<file path="src/rtl/wsched_pkg.sv">
package wsched_pkg;

  // Index one step forward on a ring of n entries.
  function automatic int ring_inc(input int idx, input int n);
    return (idx + 1 >= n) ? 0 : idx + 1;
  endfunction

  // Index offset steps forward from base on a ring of n entries.
  function automatic int ring_add(input int base, input int offset, input int n);
    int s;
    s = base + offset;
    return (s >= n) ? s - n : s;
  endfunction

endpackage

</file>
<file path="src/rtl/wsched_rr_arb.sv">
module wsched_rr_arb #(
  parameter int N = 24,
  parameter int W = 5
) (
  input  logic [N-1:0] elig,
  input  logic [W-1:0] ptr,
  output logic         found,
  output logic [W-1:0] pick
);
  import wsched_pkg::*;

  always_comb begin
    found = 1'b0;
    pick  = '0;
    for (int k = 0; k < N; k++) begin
      int idx;
      idx = ring_add(int'(ptr), k, N);
      if (!found && elig[idx]) begin
        found = 1'b1;
        pick  = W'(idx);
      end
    end
  end

endmodule

</file>
<file path="src/rtl/wsched_park.sv">
module wsched_park #(
  parameter int N = 24,
  parameter int W = 5
) (
  input  logic         clk,
  input  logic         rst_n,
  input  logic         set_en,
  input  logic [W-1:0] set_id,
  input  logic         clr_en,
  input  logic [W-1:0] clr_id,
  output logic [N-1:0] park_q
);

  logic [N-1:0] park_d;

  always_comb begin
    park_d = park_q;
    // issue is applied first, completion second
    if (set_en && int'(set_id) < N) park_d[set_id] = 1'b1;
    if (clr_en && int'(clr_id) < N) park_d[clr_id] = 1'b0;
  end

  always_ff @(posedge clk) begin
    if (!rst_n) park_q <= '0;
    else        park_q <= park_d;
  end

  p_read_parks_r7: assert property (@(posedge clk) disable iff (!rst_n)
    (set_en && !(clr_en && clr_id == set_id)) |=> park_q[$past(set_id)]);

  p_done_clears_r8: assert property (@(posedge clk) disable iff (!rst_n)
    (clr_en && int'(clr_id) < N) |=> !park_q[$past(clr_id)]);

  p_same_edge_release_r9: assert property (@(posedge clk) disable iff (!rst_n)
    (set_en && clr_en && clr_id == set_id) |=> !park_q[$past(set_id)]);

endmodule

</file>
<file path="src/rtl/wsched_slot.sv">
module wsched_slot #(
  parameter int GROUPS = 4,
  parameter int GW     = 2
) (
  input  logic          clk,
  input  logic          rst_n,
  output logic [GW-1:0] phase,
  output logic          pick_now,
  output logic          first
);

  localparam logic [GW-1:0] LAST = GW'(GROUPS - 1);

  always_ff @(posedge clk) begin
    if (!rst_n)             phase <= LAST;
    else if (phase == LAST) phase <= '0;
    else                    phase <= phase + 1'b1;
  end

  assign pick_now = (phase == LAST);
  assign first    = (phase == '0);

  p_phase_steps_r3: assert property (@(posedge clk) disable iff (!rst_n)
    (phase != LAST) |=> (phase == $past(phase) + 1'b1));

  p_phase_wraps_r3: assert property (@(posedge clk) disable iff (!rst_n)
    (phase == LAST) |=> (phase == '0));

endmodule

</file>
<file path="src/rtl/warp_issue_sched.sv">
module warp_issue_sched #(
  parameter int NUM_WARPS    = 24,
  parameter int WARP_THREADS = 32,
  parameter int NUM_LANES    = 8,
  localparam int GROUPS      = WARP_THREADS / NUM_LANES,
  localparam int WID_W       = $clog2(NUM_WARPS),
  localparam int GRP_W       = (GROUPS > 1) ? $clog2(GROUPS) : 1
) (
  input  logic                 clk,
  input  logic                 rst_n,
  input  logic [NUM_WARPS-1:0] warp_valid,
  input  logic [NUM_WARPS-1:0] warp_ready,
  input  logic [NUM_WARPS-1:0] warp_mem_rd,
  input  logic                 mem_done,
  input  logic [WID_W-1:0]     mem_done_id,
  output logic [WID_W-1:0]     issue_warp,
  output logic                 issue_idle,
  output logic                 issue_read,
  output logic [GRP_W-1:0]     lane_group,
  output logic                 slot_first,
  output logic [NUM_LANES-1:0] lane_strobe
);
  import wsched_pkg::*;

  logic [NUM_WARPS-1:0] park_q;
  logic [NUM_WARPS-1:0] elig;
  logic [WID_W-1:0]     rr_ptr;
  logic [WID_W-1:0]     win;
  logic                 win_found;
  logic                 pick_now;
  logic                 fire_issue;
  logic                 fire_read;
  logic [GRP_W-1:0]     phase;

  wsched_slot #(.GROUPS(GROUPS), .GW(GRP_W)) u_slot (
    .clk(clk), .rst_n(rst_n), .phase(phase), .pick_now(pick_now), .first(slot_first)
  );

  assign elig = warp_valid & warp_ready & ~park_q;

  wsched_rr_arb #(.N(NUM_WARPS), .W(WID_W)) u_arb (
    .elig(elig), .ptr(rr_ptr), .found(win_found), .pick(win)
  );

  assign fire_issue = pick_now && win_found;
  assign fire_read  = fire_issue && warp_mem_rd[win];

  wsched_park #(.N(NUM_WARPS), .W(WID_W)) u_park (
    .clk(clk), .rst_n(rst_n),
    .set_en(fire_read), .set_id(win),
    .clr_en(mem_done), .clr_id(mem_done_id),
    .park_q(park_q)
  );

  always_ff @(posedge clk) begin
    if (!rst_n) begin
      rr_ptr     <= '0;
      issue_warp <= '0;
      issue_idle <= 1'b1;
      issue_read <= 1'b0;
    end else if (pick_now) begin
      issue_idle <= !win_found;
      issue_read <= fire_read;
      if (win_found) begin
        issue_warp <= win;
        rr_ptr     <= WID_W'(ring_inc(int'(win), NUM_WARPS));
      end
    end
  end

  assign lane_group  = phase;
  assign lane_strobe = issue_idle ? '0 : '1;

  p_pick_eligible_r5: assert property (@(posedge clk) disable iff (!rst_n)
    fire_issue |-> (warp_valid[win] && warp_ready[win] && !park_q[win]));

  p_hold_in_slot_r2: assert property (@(posedge clk) disable iff (!rst_n)
    !pick_now |=> ($stable(issue_warp) && $stable(issue_idle) && $stable(issue_read)));

  p_idle_keeps_ptr_r10: assert property (@(posedge clk) disable iff (!rst_n)
    (pick_now && !win_found) |=> (issue_idle && $stable(rr_ptr)));

  p_idle_dark_r10: assert property (@(posedge clk) disable iff (!rst_n)
    issue_idle |-> (lane_strobe == '0));

  p_read_flag_r7: assert property (@(posedge clk) disable iff (!rst_n)
    issue_read |-> !issue_idle);

endmodule

</file>
<file path="config.mk">
export PLATFORM = sky130hd
export DESIGN_NAME = warp_issue_sched
export DESIGN_NICKNAME = d
export VERILOG_FILES = /design/src/rtl/wsched_pkg.sv /design/src/rtl/wsched_rr_arb.sv /design/src/rtl/wsched_park.sv /design/src/rtl/wsched_slot.sv /design/src/rtl/warp_issue_sched.sv
export SDC_FILE = /design/constraint.sdc
export NUM_CORES = 1
export LEC_CHECK = 0
export BUFFER_PORTS_ARGS = -buffer_cell sky130_fd_sc_hd__clkbuf_2
export CAP_MARGIN = 20
export CORE_AREA = 5 5 164 135
export CTS_BUF_LIST = sky130_fd_sc_hd__clkbuf_8
export DETAILED_ROUTE_END_ITERATION = 7
export DIE_AREA = 0 0 169 140
export PLACE_DENSITY_LB_ADDON = 0.12
export SLEW_MARGIN = 20
export SYNTH_ARGS = -nofsm -noshare
export SYNTH_HDL_FRONTEND = slang
export SYNTH_SLANG_ARGS = --single-unit
</file>
<file path="constraint.sdc">
create_clock -name clk -period 5.9 [get_ports clk]
set_clock_uncertainty 0.15 [all_clocks]
set_input_delay 0.59 -clock clk [delete_from_list [all_inputs] [get_ports clk]]
set_output_delay 0.59 -clock clk [all_outputs]
set_load 0.1 [all_outputs]
</file>
---- Word-level counts from Yosys, hierarchy flattened ----
Index checks and enable logic that the tools add are counted.
Widths: inputs -> output; s select.
operators by class
  add/sub/neg operators ................... 49
  multipliers ............................. 0
  div/mod/pow operators ................... 0
  magnitude comparators ................... 55
  equal/unequal tests ..................... 1
  shift operators ......................... 0
  multiplexer cells ....................... 155
  bitwise gates (word level) .............. 6
  reduce and logical (&&, ||, !) cells .... 55
operators by type and width
  cell                   count
  $lt 32x7->1 const B    24
  $mux 32                24
  $ge 32x6->1 const B    23
  $sub 32x6->32 const B  23
  $bmux 1 s5             25
  $mux 5                 25
  $mux 1                 75
  $and 24x24->24         3
  $add 5x4->6 const B    8
  $add 5x5->6 const B    8
  $mux 24                2
  $not 24->24            2
  $logic_and 1x1->1      29
  $add 5x3->6 const B    4
  $logic_not 1->1        24
  $or 24x24->24          1
  $add 5x1->6 const B    2
  $add 5x2->6 const B    2
  $lt 5x6->1 const B     2
  $demux 1 s5            2
  $ge 5x1->1 const B     2
  $lt 5x5->1 const B     2
  $mux 8                 1
  $ge 6x5->1 const B     1
  7 further kinds        7
word-level totals
  register bits after elaboration ......... 38
  bits in latches ......................... 0
  memory bits (writable) .................. 0
  ROM bits ................................ 0
  input port bits ......................... 80
  output and inout bits ................... 18
  word-level logic and storage cells ...... 327
  memories kept ........................... 0

---- Depth between registers and ports, before layout ----
Gate-level depths: netlist of run 1.
  word-level depth ........................ 83
  gate-level depth with buffers ........... 29
  gate-level depth less buffers ........... 23

---- By module ----
Synthesis of run 1 repeated with hierarchy kept, for this count alone.
unflattened totals
  cells, all modules ...................... 1040
  area total of the unflattened synthesis .. 7937.6 um2
by module, submodules not included
  module            times used  cells each  area each (um2)  sequential area each (um2)
  wsched_rr_arb     1           769         5810.6           0.0
  warp_issue_sched  1           144         1038.5           240.2
  wsched_park       1           119         1004.7           480.5
  wsched_slot       1           8           83.8             40.0

---- Worst setup path before layout of run 1 ----
OpenSTA, ideal clock, no wires.
  path kind ............................... reg2reg
  start ................................... reg rr_ptr[1]
  end ..................................... reg u_park.park_q[21]
  setup time .............................. 58 ps
  arrival time ............................ 6020 ps
  data required time ...................... 5692 ps
  path slack .............................. -329 ps
  stages on the path, launching flop included .. 25
  buffers on the path ..................... 4
  clock period less this slack ............ 6229 ps
  path through ............................ dfxtp_1 > clkinv_1 > clkbuf_1 > ha_1 > xnor2_1 > inv_1 > ha_1 > a221o_1 > or3_1 > a21oi_1 > o31ai_1 > or3_1 > clkbuf_1 > nor4_2 > and4_1 > buf_2 > nand2_1 > and3b_1 > a221o_1 > buf_2 > mux2i_1 > mux2i_1 > mux2i_1 > nor4b_1 > o221a_2
between the ends
  cells in the longest elaborated chain, start to end .. 83
  elaborated cells between the ends (all ways) .. 276
  classes of those cells .................. add/sub: 47; order compare: 27; mux: 150; bitwise: 2; reduce/logical: 50
RTL lines
  element                                                 line                    source
  start, declared                                         warp_issue_sched.sv:27  logic [WID_W-1:0] rr_ptr;
  start signal, assigned                                  warp_issue_sched.sv:66  rr_ptr <= WID_W'(ring_inc(int'(win), NUM_WARPS));
  branches (longest 80 deep; another with $sub 32x6->32)  -
  $mux 24 (*)                                             wsched_park.sv:19       if (set_en && int'(set_id) < N) park_d[set_id] = 1'b1;
  $and 24x24->24 (no line)                                -
  $mux 24 (*)                                             wsched_park.sv:20       if (clr_en && int'(clr_id) < N) park_d[clr_id] = 1'b0;
  end signal, assigned                                    wsched_park.sv:25       else park_q <= park_d;
  end, declared                                           wsched_park.sv:11       output logic [N-1:0] park_q
Every way passes the cells marked *. The select of a mux whose other input is x is not followed.
A chain may end at the register's enable or synchronous reset.

---- Final worst setup path of run 1 ----
  start ................................... reg rr_ptr[1]
  end ..................................... reg u_park.park_q[23]
The elaborated chain is that of the path after synthesis.

==> metrics.txt, run 1 <==
status=finished, final reports clean; CP Depth=22; Setup crit end kind=register; H-tree Lvls=2; Cell Chain, Critical Path=clkinv_2 -> ha_4 -> buf_12 -> nor4bb_1 -> a2111oi_0 -> or4_4 -> buf_4 -> mux2_2 -> mux2i_1 -> nor4_2 -> nand4_1 -> buf_4 -> nor3_2 -> buf_4 -> nand3b_1 -> o41a_1 -> buf_4 -> inv_2 -> mux2_2 -> a221o_1 -> nor4_2 -> o221a_1; die width=169 um; fill count=roughly 2,000; Avg Cell Area, Syn=between 7 and 8 um^2; share of post-route cells with drive strength above 1=0.3415; worst hold path class=reg -> reg; core area=about 20,000 um^2; Ports=98; Fmax achieved=approximately 0.17 GHz; Layout Area Growth over Synthesis=29.91%; # nets final=between 1,500 and 2,000; Netlist Area Pre-Place=8579 um^2; Crit path max-delay family=simple AND/OR/NAND/NOR gates; R2R Setup Slk=~0.14 ns; flops & latches, synth=38; CTS root buf=clkbuf_8; largest net degree at the start of global routing=39; Residual DRC=0; initial antenna violation count=1; Critical Path RT=between 6 and 7 ns; via count=roughly 11,000; EDFF count, synth=0; Worst Path Max Fanout=7; commonest non-fill, non-tap cell in the layout=buf_4; Final Max Tran Viols=0; dpl ws=-0.2041 ns; Setup Viol. Count Final=0; main flop type after synthesis=dfxtp_1; area of the die=~24,000 um^2; GRT Total Usage=0.3046; CTS tree=built; Die Y=around 140 um; crit path kind=reg -> reg; Initial Util=0.4229; Ys Warns=0; Mapped Nets=around 1,300; GP Congestion=roughly 1.1; final cycle utilization of the critical path=0.9766; register area=roughly 770 um^2; Worst-Margin Slew=0.6927 ns; routed len/inst=~23 um; ys async rst share=0; Synth cell types=96; Cells after Synth=1,137; final worst setup slack=between 0.1 and 0.15 ns; arrival time of the worst setup path=slightly below 6 ns; CTS Buf Count=5; Setup crit start kind=register; post-DP HPWL=31.41 mm; clk slew on worst S/H paths=roughly 0.090 ns; Buf/Inv on CP=7; Worst R2R Path Depth=22; Vias per Instance=about 6.4; Crit path top cell by count=buf_4; hold depth=2; post-synthesis sequential area ratio=0.08867; hold-fix buffer count after cts=0; Post-DRT Antenna Nets=0; clk buf depth=2; final WL=around 38 mm; max-cap viol count=0; num rows=47; most frequent cells in the layout=211 x buf_4, 97 x clkbuf_2, 92 x nor2_1; number of global-route vias before repair=approximately 9,800; initial drt markers=910; Port Buf Inserts=97; post-layout min period=5.762 ns; area occupied by multi-input gates=around 7600 um^2; Relative slew margins=0.5333; clock tree sinks=38; DR pass1 iterations=5; CP max-delay cell=or4_4; Ant. Diodes=0; gr ovfl total=0; Hold Fails Final Rpt=0; max incr delay on CP=~0.61 ns; first-pass GRT wire length=approximately 57 mm; Worst-Skew Late Latency=around 0.32 ns
-- worst register-to-register path, cell delays in order (launching register included) --
cell and delay [ns]:
dfxtp_2 0.38, clkinv_2 0.13, ha_4 0.30, buf_12 0.14, nor4bb_1 0.38, a2111oi_0 0.12, or4_4 0.61, buf_4 0.18
mux2_2 0.27, mux2i_1 0.29, nor4_2 0.11, nand4_1 0.21, buf_4 0.18, nor3_2 0.04, buf_4 0.14, nand3b_1 0.17
o41a_1 0.41, buf_4 0.18, inv_2 0.09, mux2_2 0.37, a221o_1 0.36, nor4_2 0.27, o221a_1 0.21
-- per-stage QoR --
stage	cells	setup TNS (ns)	utilization	hold slack [ns]	cell area (um^2)
finish	1651	0	0.5494	0.3241	11150
global route	1651	-0.01651	0.5494	0.3552	11150
CTS	1640	0	0.5307	0.3250	10770
detailed placement	1632	-2.442	0.5248	0.3127	10650
global placement	1632	-3.505	0.5248	0.3066	10650
floorplan	1137	0	-	0.2923	8626
-- cells by family (layout without fill, tap and decap cells) --
kind of cell,Yosys count,count (layout),synth area share
AND/OR/NAND/NOR,435,435,0.2937
multiplexers,107,107,0.1660
AO/OA/AOI/OAI,373,373,0.3036
buffers and inverters,122,367,0.06679
flip-flops,38,38,0.08867
XOR/XNOR,21,21,0.02144
adder cells (fa/ha/maj),41,41,0.05979
-- state kept, by name, summed over array words and instances, names as in the netlist --
| name | cells |
|---|---|
| u_park.park_q | 24 |
| issue_warp | 5 |
| rr_ptr | 5 |
| u_slot.phase | 2 |
| issue_idle | 1 |
| issue_read | 1 |
-- routing by layer --
layer / global-route usage / vias to the layer above / wire length [um] / part of all wire
li1: - / 4886 / - / -
met1: 0.4385 / 5034 / 16810 / 0.44
met2: 0.4384 / 567 / 15800 / 0.41
met3: 0.1087 / 71 / 4833 / 0.13
met4: 0.06141 / 2 / 813 / 0.021
met5: 0 / - / 7 / 0.00018
-- layout make-up --
type / count / share of cell area
Timing Repair Buffer: 316 / 0.1977
Inverter: 43 / 0.01482
Tap cell: 269 / 0.03020
Clock buffer: 6 / 0.007409
Sequential cell: 38 / 0.06926
Multi-Input combinational cell: 977 / 0.6798
Clock inverter: 2 / 0.0007858
-- cells in the mapped netlist, types with 11 or more instances --
cell	number	share of area
ha_1	41	0.060
nand3_1	26	0.015
buf_2	21	0.012
nor2b_1	17	0.012
and2_1	11	0.0080
nor4bb_1	11	0.013
a21boi_0	12	0.011
and3_1	11	0.0080
a21o_1	13	0.011
nand3b_1	20	0.017
a211oi_1	12	0.011
mux2_2	29	0.038
a2111oi_0	12	0.012
nand2b_1	14	0.010
xnor2_1	19	0.019
and3b_1	28	0.029
inv_1	37	0.016
o21a_1	17	0.015
nor2_1	93	0.041
mux4_2	25	0.066
nand2_1	88	0.039
nor3_1	29	0.017
o21ai_0	65	0.038
a21oi_1	84	0.049
a31oi_1	21	0.015
clkbuf_1	36	0.016
mux2i_1	50	0.058
buf_4	11	0.0096
dfxtp_1	38	0.089
-- worst paths after layout --
| kind | startpoint | endpoint |
|---|---|---|
| setup / recovery | rr_ptr[1] | u_park.park_q[23] |
| hold / removal | issue_warp[4] | issue_warp[4] |
| setup reg to reg | rr_ptr[1] | u_park.park_q[23] |
| hold reg to reg | issue_warp[4] | issue_warp[4] |
-- timing repair --
item,CTS,global route
resized for setup,8,64
pin swaps,0,15
buffers inserted,0,11
endpoints found under the setup margin,25,30
Power of run 1 is not shown: default switching activity piles up to over one toggle a cycle in this logic, so the estimate is an artifact.
==> run 2: changes to the inputs <==
--- a/config.mk
+++ b/config.mk
@@ -7,12 +7,13 @@
 export LEC_CHECK = 0
 export BUFFER_PORTS_ARGS = -buffer_cell sky130_fd_sc_hd__clkbuf_2
 export CAP_MARGIN = 20
-export CORE_AREA = 5 5 164 135
+export CORE_AREA = 5 5 158 130
 export CTS_BUF_LIST = sky130_fd_sc_hd__clkbuf_8
 export DETAILED_ROUTE_END_ITERATION = 7
-export DIE_AREA = 0 0 169 140
+export DIE_AREA = 0 0 163 135
 export PLACE_DENSITY_LB_ADDON = 0.12
 export SLEW_MARGIN = 20
 export SYNTH_ARGS = -nofsm -noshare
 export SYNTH_HDL_FRONTEND = slang
+export SYNTH_HIERARCHICAL = 1
 export SYNTH_SLANG_ARGS = --single-unit
==> run 2 against run 1 <==
  * Clock-buffer cell count down 1
  * Sequential share of layout area down 0.55 points
  * First-iteration DRC count up 25%
  * Area after synthesis down 7.5%
  * Non-clock buffer count up 165
  * Register-to-register slack worse by 0.50 ns
  * Die area down 7.0%
  * Critical path depth up 4
  * Setup slack worse by 0.50 ns
  * Critical path type unchanged
  * Global-route usage up 1.5 points
  * Worst hold slack worse by 0.018 ns
  * The flow now finishes with violations (setup timing)
==> metrics.txt, run 2 <==
# nets final=1,593 (+6.1%); fill count=1,698 (-15%); Netlist Area Pre-Place=7938 um^2 (-7.5%); largest net degree at the start of global routing=31 (-21%); Residual DRC=0 (unchanged); synth top area cells=mux4_2 10%, dfxtp_1 9.6%, ha_1 7.3%; num rows=45 (-4.3%); Post-DRT Antenna Nets=0 (unchanged); Worst-Margin Slew=0.7224 ns (+0.02976 ns); Mapped Nets=1,166 (-7.3%); Setup crit start kind=register; clk buf depth=2 (unchanged); max incr delay on CP=0.54 ns (-0.07 ns); cell accounting for the most synthesized area=mux4_2; main flop type after synthesis=dfxtp_1; CP max-delay cell=mux4_2; Relative slew margins=0.5133 (-0.02005); hold-fix buffer count after cts=0 (unchanged); Buf/Inv on CP=7 (unchanged); initial antenna violation count=1 (unchanged); final worst setup slack=-0.3658 ns (-0.5040 ns); CTS root buf=clkbuf_8; post-synthesis sequential area ratio=0.09584 (+0.007170); commonest non-fill, non-tap cell in the layout=buf_4; post-layout min period=6.266 ns (+0.5040 ns); Avg Cell Area, Syn=7.632 um^2 (+1.1%); Ys Warns=6 (+6); unrepaired setup endpoints after global routing=yes; CTS tree=built; max FFs per register=24 (unchanged); Die Y=135 um (-3.6%); GP Congestion=1.045 (-4.7%); Largest Register=u_park/park_q; most frequent cells in the layout=372 x buf_4, 109 x nand2_1, 97 x clkbuf_2; gr ovfl total=0 (unchanged); Setup crit end kind=register; Worst-Skew Late Latency=0.33 ns (about the same); H-tree Lvls=2 (unchanged); CTS Buf Count=5 (unchanged); number of global-route vias before repair=9,571 (-1.9%); EDFF count, synth=0 (unchanged); routed len/inst=21.22 um (-8.5%); clk slew on worst S/H paths=0.10 ns (about the same); crit path kind=reg -> reg; Ant. Diodes=0 (unchanged); Initial Util=0.4246 (+0.001752); filler-free cell count of the finished design=1,726 (+4.5%); Post-synth top cells=111 x nand2_1, 96 x nor2_1, 68 x a21oi_1, 49 x o21ai_0, 46 x ha_1; dpl ws=-0.4809 ns (-0.2768 ns); DR pass1 iterations=5 (unchanged); Fmax achieved=0.1596 GHz (-8.0%); Regs by FF count=u_park/park_q: 24 flops, issue_warp: 5 flops, rr_ptr: 5 flops; Ports=98 (unchanged); status=finished, violations left; Yosys top cell area share=0.1021 (+0.01348); hold_ws=0.3060 ns (-0.01805 ns); flops & latches, synth=38 (unchanged); arrival time of the worst setup path=6.38 ns (+0.51 ns); clock tree sinks=38 (unchanged); final WL=36.62 mm (-4.3%); Layout Area Growth over Synthesis=52.76%; initial drt markers=1,134 (+25%); max-cap viol count=0 (unchanged); Final Max Tran Viols=0 (unchanged); GRT Total Usage=0.3197 (+0.01505); Vias per Instance=5.970 (-6.7%); Setup Viol. Count Final=28 (+28); Crit path max-delay family=simple AND/OR/NAND/NOR gates; share of post-route cells with drive strength above 1=0.4571 (+0.1156); area of the die=22,010 um^2 (-7.0%); Critical Path RT=6.01 ns (about the same); ys async rst share=0 (unchanged); Synth cell types=99 (+3.1%); via count=10,310 (-2.4%); core area=18,690 um^2 (-7.9%); first-pass GRT wire length=55.01 mm (-3.2%); worst hold path class=reg -> reg; top-count cell post-synth=nand2_1; Inst Count DP=1,687 (+3.4%); die width=163 um (-3.6%); Cells after Synth=1,040 (-8.5%); failing checks=setup timing; final cycle utilization of the critical path=1.062 (+0.08542); post-DP HPWL=30.08 mm (-4.2%); Port Buf Inserts=97 (unchanged); Crit path top cell by count=buf_4; Hold Fails Final Rpt=0 (unchanged); setup_tns=-7.617 ns (-7.617 ns); Worst Path Max Fanout=7 (unchanged)
-- run 2: changes by cell type after synthesis, moves of 10 or more --
cell / previous run / this run
nand2_1: 88 / 111
and3b_1: 28 / 6
mux2_2: 29 / 11
a21oi_1: 84 / 68
o21ai_0: 65 / 49
nand3b_1: 20 / 5
mux4_2: 25 / 36
nor4bb_1: 11 / 0
o21ai_1: 1 / 11
-- run 2: layout make-up --
class | instances | area (um^2) | share of cell area
Multi-Input combinational cell | 894 | 7252 | 0.5981
Timing Repair Buffer | 481 | 3448 | 0.2844
Sequential cell | 38 | 773.2 | 0.06377
Tap cell | 258 | 322.8 | 0.02662
Inverter | 47 | 191.4 | 0.01579
Clock buffer | 5 | 68.82 | 0.005675
Clock inverter | 3 | 68.82 | 0.005675
-- run 2: cells by family (layout without fill, tap and decap cells) --
logic type	after synthesis	count (layout)	share of synthesized area
simple gates	396	396	0.2673
mux	92	92	0.1781
xor+xnor	30	30	0.03310
compound gates	330	330	0.2915
fa+ha+maj	46	46	0.07251
buf+inv	108	536	0.06163
flops	38	38	0.09584
-- run 2: worst paths after layout --
| check | slack, ns | from | cells past startpoint | to |
|---|---|---|---|---|
| worst max-delay path | -0.37 | rr_ptr[1] | 26 | u_park/park_q[3] |
| worst min-delay path | 0.31 | issue_warp[0] | 2 | issue_warp[0] |
| worst max register to register | -0.37 | rr_ptr[1] | 26 | u_park/park_q[3] |
| worst min register to register | 0.31 | issue_warp[0] | 2 | issue_warp[0] |
-- run 2: worst min-delay path: cells and delay by family, from the launching register on --
kind / cells / cell delay, ns
flip-flops: 1 / 0.32
AO/OA/AOI/OAI: 1 / 0.05
AND/OR/NAND/NOR: 1 / 0.05
-- run 2: layer usage --
layer  part of all wire  track usage
met1               0.45       0.4709
met2               0.43       0.4806
met3               0.10      0.07232
met4              0.017      0.05915
met5            0.00036            0
-- run 2: stage by stage --
step                      utilization  instance area (um^2)
after floorplan                     -                  8114
after global placement         0.6032                 11280
after detailed placement       0.6032                 11280
after CTS                      0.6272                 11720
after global routing           0.6487                 12130
final                          0.6487                 12130
-- run 2: what timing repair did --
item	CTS	global route
resized for setup	45	68
pin swaps	33	35
setup buffers	17	14
endpoints found under the setup margin	30	30
endpoints found under the hold margin	0	0
Power of run 2 is left out for the same reason.
